File: config.mk
export PLATFORM = sky130hd
export DESIGN_NAME = metaframeGen
export DESIGN_NICKNAME = d
export VERILOG_FILES = /design/src/rtl/mfgPkg.sv /design/src/rtl/mfgControl.sv /design/src/rtl/mfgDatapath.sv /design/src/rtl/metaframeGen.sv
export SDC_FILE = /design/constraint.sdc
export NUM_CORES = 1
export LEC_CHECK = 0
export ABC_CLOCK_PERIOD_IN_PS = 2800
export BUFFER_PORTS_ARGS = -buffer_cell sky130_fd_sc_hd__buf_2
export CORE_MARGIN = 3
export CORE_UTILIZATION = 41
export DETAILED_ROUTE_END_ITERATION = 12
export GPL_ROUTABILITY_DRIVEN = 0
export HOLD_SLACK_MARGIN = 0.02
export PLACE_DENSITY = 0.77
export SLEW_MARGIN = 20
export SYNTH_ARGS = -nofsm -noshare
export SYNTH_HDL_FRONTEND = slang
export SYNTH_SLANG_ARGS = --single-unit
File: constraint.sdc
create_clock -name clk -period 2.8 [get_ports clk]
set_input_delay 0.14 -clock clk [delete_from_list [all_inputs] [get_ports clk]]
set_output_delay 0.14 -clock clk [all_outputs]
set_load 0.1 [all_outputs]
File: src/rtl/mfgPkg.sv
package mfgPkg;
  localparam int WORD_W = 64;
  localparam int SCR_W  = 58;
  localparam int CRC_W  = 32;

  localparam logic [WORD_W-1:0] SYNC_WORD = 64'h78F6_78F6_78F6_78F6;
  localparam logic [5:0] SCRAM_TYPE = 6'b001010;
  localparam logic [5:0] SKIP_TYPE  = 6'b000111;
  localparam logic [5:0] DIAG_TYPE  = 6'b011001;
  localparam logic [WORD_W-1:0] SKIP_WORD = {SKIP_TYPE, 2'b00, 56'h1E1E1E1E1E1E1E};

  typedef enum logic [2:0] {
    SLOT_IDLE,
    SLOT_SYNC,
    SLOT_SCRAM,
    SLOT_DATA,
    SLOT_SKIP,
    SLOT_DIAG
  } slotKind_e;

  typedef struct packed {
    slotKind_e  kind;
    logic       startFrame;
    logic [1:0] status;
  } genStrobe_t;
endpackage

File: src/rtl/mfgControl.sv
module mfgControl
  import mfgPkg::*;
#(
  parameter int LEN_W   = 14,
  parameter int MAX_LEN = 8192,
  parameter int MIN_LEN = 4
) (
  input  logic             clk,
  input  logic             rstN,
  input  logic             genEnable,
  input  logic [LEN_W-1:0] frameLen,
  input  logic             burstEnable,
  input  logic [1:0]       laneStatus,
  input  logic             pldValid,
  output logic             pldReady,
  output genStrobe_t       strobe
);
  localparam logic [LEN_W-1:0] MaxLen = LEN_W'(MAX_LEN);
  localparam logic [LEN_W-1:0] MinLen = LEN_W'(MIN_LEN);

  logic [LEN_W-1:0] pos;
  logic [LEN_W-1:0] lenLat;
  logic [LEN_W-1:0] clampLen;
  logic             burstLat;
  logic [1:0]       statusLat;
  logic             atStart;
  logic             atScram;
  logic             atLast;
  logic             inBody;

  always_comb begin
    if (frameLen < MinLen)      clampLen = MinLen;
    else if (frameLen > MaxLen) clampLen = MaxLen;
    else                        clampLen = frameLen;
  end

  // Slot decode; the minimum length keeps slots 0 and 1 clear of the last slot.
  assign atStart = (pos == '0);
  assign atScram = (pos == LEN_W'(1));
  assign atLast  = !atStart && (pos == lenLat - 1'b1);
  assign inBody  = !atStart && !atScram && !atLast;

  always_ff @(posedge clk) begin
    if (!rstN) begin
      pos       <= '0;
      lenLat    <= MinLen;
      burstLat  <= 1'b0;
      statusLat <= 2'b00;
    end else if (!genEnable) begin
      pos <= '0;
    end else begin
      if (atStart) begin
        // Frame boundary: the only point where the per-frame controls are taken.
        lenLat    <= clampLen;
        burstLat  <= burstEnable;
        statusLat <= laneStatus;
      end
      pos <= atLast ? '0 : pos + 1'b1;
    end
  end

  assign pldReady = genEnable && inBody && burstLat;

  always_comb begin
    strobe.startFrame = genEnable && atStart;
    strobe.status     = statusLat;
    if (!genEnable)                 strobe.kind = SLOT_IDLE;
    else if (atStart)               strobe.kind = SLOT_SYNC;
    else if (atScram)               strobe.kind = SLOT_SCRAM;
    else if (atLast)                strobe.kind = SLOT_DIAG;
    else if (burstLat && pldValid)  strobe.kind = SLOT_DATA;
    else                            strobe.kind = SLOT_SKIP;
  end
endmodule

File: src/rtl/mfgDatapath.sv
module mfgDatapath
  import mfgPkg::*;
(
  input  logic              clk,
  input  logic              rstN,
  input  genStrobe_t        strobe,
  input  logic [WORD_W-1:0] pldData,
  input  logic [SCR_W-1:0]  scrState,
  input  logic [CRC_W-1:0]  crcValue,
  output logic [WORD_W-1:0] outData,
  output logic              outCtrl,
  output logic              outValid,
  output logic              framePulse
);
  logic [WORD_W-1:0] nextWord;
  logic              nextCtrl;

  always_comb begin
    nextCtrl = 1'b1;
    unique case (strobe.kind)
      SLOT_SYNC:  nextWord = SYNC_WORD;
      SLOT_SCRAM: nextWord = {SCRAM_TYPE, scrState};
      SLOT_DIAG:  nextWord = {DIAG_TYPE, 24'h0, strobe.status, crcValue};
      SLOT_DATA: begin
        nextWord = pldData;
        nextCtrl = 1'b0;
      end
      SLOT_SKIP:  nextWord = SKIP_WORD;
      default: begin
        nextWord = '0;
        nextCtrl = 1'b0;
      end
    endcase
  end

  always_ff @(posedge clk) begin
    if (!rstN) begin
      outData    <= '0;
      outCtrl    <= 1'b0;
      outValid   <= 1'b0;
      framePulse <= 1'b0;
    end else begin
      outData    <= nextWord;
      outCtrl    <= nextCtrl;
      outValid   <= (strobe.kind != SLOT_IDLE);
      framePulse <= strobe.startFrame;
    end
  end
endmodule

File: src/rtl/metaframeGen.sv
module metaframeGen
  import mfgPkg::*;
#(
  parameter int LEN_W   = 14,
  parameter int MAX_LEN = 8192,
  parameter int MIN_LEN = 4
) (
  input  logic              clk,
  input  logic              rstN,
  input  logic              genEnable,
  input  logic [LEN_W-1:0]  frameLen,
  input  logic              burstEnable,
  input  logic [1:0]        laneStatus,
  input  logic [SCR_W-1:0]  scrState,
  input  logic [CRC_W-1:0]  crcValue,
  input  logic [WORD_W-1:0] pldData,
  input  logic              pldValid,
  output logic              pldReady,
  output logic [WORD_W-1:0] outData,
  output logic              outCtrl,
  output logic              outValid,
  output logic              framePulse
);
  genStrobe_t strobe;

  mfgControl #(
    .LEN_W  (LEN_W),
    .MAX_LEN(MAX_LEN),
    .MIN_LEN(MIN_LEN)
  ) u_control (
    .clk        (clk),
    .rstN       (rstN),
    .genEnable  (genEnable),
    .frameLen   (frameLen),
    .burstEnable(burstEnable),
    .laneStatus (laneStatus),
    .pldValid   (pldValid),
    .pldReady   (pldReady),
    .strobe     (strobe)
  );

  mfgDatapath u_datapath (
    .clk       (clk),
    .rstN      (rstN),
    .strobe    (strobe),
    .pldData   (pldData),
    .scrState  (scrState),
    .crcValue  (crcValue),
    .outData   (outData),
    .outCtrl   (outCtrl),
    .outValid  (outValid),
    .framePulse(framePulse)
  );
endmodule

==> results.yml <==
run_status:
  status: "finished, violations left"
  violations: "negative setup slack"
critical_path:
  slowest_delay_ps: 500
  path_max_fanout: 6
  worstPathArrival_ps: 3060
  critPathKind: "reg2reg"
  critPathLaunchType: "flip-flop"
  slowest_stage: "or4b_4"
  path_cells: "inv_4, ha_4, or4b_4, nor4_4, xnor2_2, and4_4, a31oi_4, and2_4, buf_12, a221oi_4, a21oi_1"
  end_kind: "flip-flop"
  critical-path-top-delay-family: "simple AND/OR/NAND/NOR gates"
  cp.required_ps: 3040
  path_buf_inv: 2
sta:
  hold_violations: 0
  setup_viol: 5
  slew_viol_final: 0
  period_minus_slack_ps: 2820
  timing.fmax_mhz: 355
  period_share_pct: 101
  grt_setup_unrepaired: "true"
  timing.slew.headroom_pct: 64.8
  layout_setup_ws_ps: -20.7
  fin_worst_skew_ps: 12.7
  tightest_slew_ps: 528
placement:
  dp.cells: 872
  hpwl_mm: 12.0
  dpl_cell_area_mm2: 0.00599
  io_buffers: 242
yosys:
  synth_top_area_share_pct: 43.4
  syn-cell-area_mm2: 0.00453
  seq_area_frac_synth_pct: 43.4
  ys_warn_count: 0
  syn_area_per_cell_um2: 9.03
  synthArstFlopShare_pct: 0
  ys_types: 55
  syn_nets: 680
  synth_most_common_cell: "dfxtp_1"
  synthTopCellsByCount: "dfxtp_1 (98), nand2_1 (56), a22oi_1 (42)"
  synth_edf_count: 0
  synth_ff_type: "dfxtp_1"
  synth_cells: 501
  ys_ff_latch: 98
  synth.area.top_cells: "dfxtp_1 (43%), a22oi_1 (7.0%), nand2_1 (4.6%), a21oi_1 (3.4%), xor2_1 (3.3%)"
  synth_top_area_cell: "dfxtp_1"
final_layout:
  drive_gt1_share_pct: 45.9
  instances_no_fill: 929
  area_growth_pct: 54.4
  fin_area_mm2: 0.00699
  nNetsFinal: 965
floorplanning:
  die_area_mm2: 0.0123
  dieHeight_um: 111
  coreArea_mm2: 0.0105
  io_pins: 243
  start_util_pct: 43.1
  die_x_um: 111
  core.rowCount: 37
route:
  vias: 5085
  routed_wl_mm: 16.7
  routed_via_density: 5.47
  initialDrtViolationCount: 436
  ant_nets: 0
  drc_errors: 0
  avgRoutedWirePerCell_um: 18.0
  first_pass_iters: 5
clock_network:
  path_clk_slew_ps: 100
  clockBufferDepth: 2
  insertion_delay_ps: 370
  cts_made_buffers: 9
  root_buffer: "clkbuf_8"
  h-tree-depth: 3
  tritoncts: "done"
  cts_sinks: 98
grt:
  grt_max_degree: 37
  track_usage_pct: 24.9
  antenna_found_initial: 2
  grt_pass1_vias: 5053
  grt_pass1_wl_mm: 25.1
  grt-ovfl-total: 0
job:
  drv_cap: 0
power_and_ir_drop:
  ir_worst_vdd_mv: 0.277
  p_leak_nw: 3.09
  pwr_density_cell_mw_per_mm2: 486
worst_hold_path:
  min_path_type: "in2reg"
## registers in the layout (all words and copies together), names as in the netlist
name and flops:
u_control.burstLat 1, u_control.lenLat 14, u_control.pos 14, u_control.statusLat 2
u_datapath.framePulse 1, u_datapath.outCtrl 1, u_datapath.outData 64, u_datapath.outValid 1
## per-stage QoR
step	hold slack (ps)	util [%]	power, W	TNS, ps	setup WS (ps)
2_1_floorplan	249	-	0.00199	0	34.0
3_3_place_gp	336	57.0	0.00223	-1050	-99.2
3_5_place_dp	344	57.0	0.00225	-6870	-194
4_1_cts	20.3	62.8	0.00334	-13.8	-10.5
5_1_grt	29.9	66.5	0.00353	-1650	-81.0
6_report	21.7	66.5	0.00340	-37.1	-20.7
## power by group
part,switching (W),leakage (nW),internal [W],total [W]
Clock,0.000522,0.118,0.000541,0.00106
Sequential,0.0000233,0.800,0.00144,0.00147
Combinational,0.000568,2.17,0.000301,0.000869
Total,0.00111,3.09,0.00228,0.00340
## worst register-to-register path, cell delays in order, from the launching register on
cell and delay (ps):
dfxtp_4 370, inv_4 60, ha_4 160, or4b_4 500, nor4_4 310, xnor2_2 150
and4_4 290, a31oi_4 100, and2_4 220, buf_12 160, a221oi_4 280, a21oi_1 100
## metal layers
| metal | GRT usage, % | wire length, um | up-vias |
|---|---|---|---|
| li1 | - | - | 2390 |
| met1 | 28.1 | 6360 | 2392 |
| met2 | 45.2 | 8530 | 246 |
| met3 | 5.40 | 1120 | 57 |
| met4 | 10.1 | 663 | 0 |
| met5 | 0 | 0 | - |
## cell usage in the layout, fill, tap and decap left out, types with 3 or more instances in the layout
cell type and count:
or3_1 3, a22oi_2 18, nand3_1 7, clkbuf_16 3, a22oi_1 24, nor3_2 3
inv_6 4, nor3_1 8, nor4_1 5, o21ai_0 11, buf_2 241, and3_1 13
nor4_4 4, dfxtp_1 96, nor2b_1 14, a21boi_0 5, buf_4 27, nor2_1 29
dlygate4sd3_1 28, a31oi_1 14, o21ai_1 18, buf_12 7, a221oi_4 3, a221oi_2 8
a21oi_1 29, xnor2_1 10, clkbuf_8 10, mux2i_1 14, xor2_1 17, inv_1 6
nand2_1 56, ha_1 3, and2_1 4
## final timing paths
| path | startpoint | to | slack [ps] | depth (start not counted) |
|---|---|---|---|---|
| max reg2reg | u_control.lenLat[1] | u_datapath.outData[21] | -20 | 11 |
| min reg2reg | u_control.statusLat[1] | u_control.statusLat[1] | 470 | 2 |
| min | pldData[47] | u_datapath.outData[47] | 20 | 3 |
| max | u_control.lenLat[1] | u_datapath.outData[21] | -20 | 11 |
## cells by family after synthesis
group	after synthesis	share of synthesized area (%)
xor gates and xnor gates	29	5.61
muxes	14	3.10
buffers and inverters	43	5.03
and+or+nand+nor	162	18.2
adders and majority gates	4	1.11
AOI/OAI and AO/OA	151	23.6
DFF	98	43.4
## area by class of cell
cell class | count | area (um2)
Fill cell | 820 | 3520
Timing Repair Buffer | 308 | 1930
Inverter | 8 | 32.5
Clock buffer | 10 | 138
Multi-Input combinational cell | 361 | 2650
Sequential cell | 98 | 1970
Antenna cell | 2 | 5.00
Tap cell | 136 | 170
Clock inverter | 6 | 95.1
## timing repair
action,in CTS,in global routing
cloned,0,5
resized for setup,20,61
hold endpoints to repair,26,0
setup endpoints to repair,63,60
hold buffers,28,0
buffers inserted,0,6
pin swaps,2,36
Note: power is estimated with default switching activity, not from simulation.
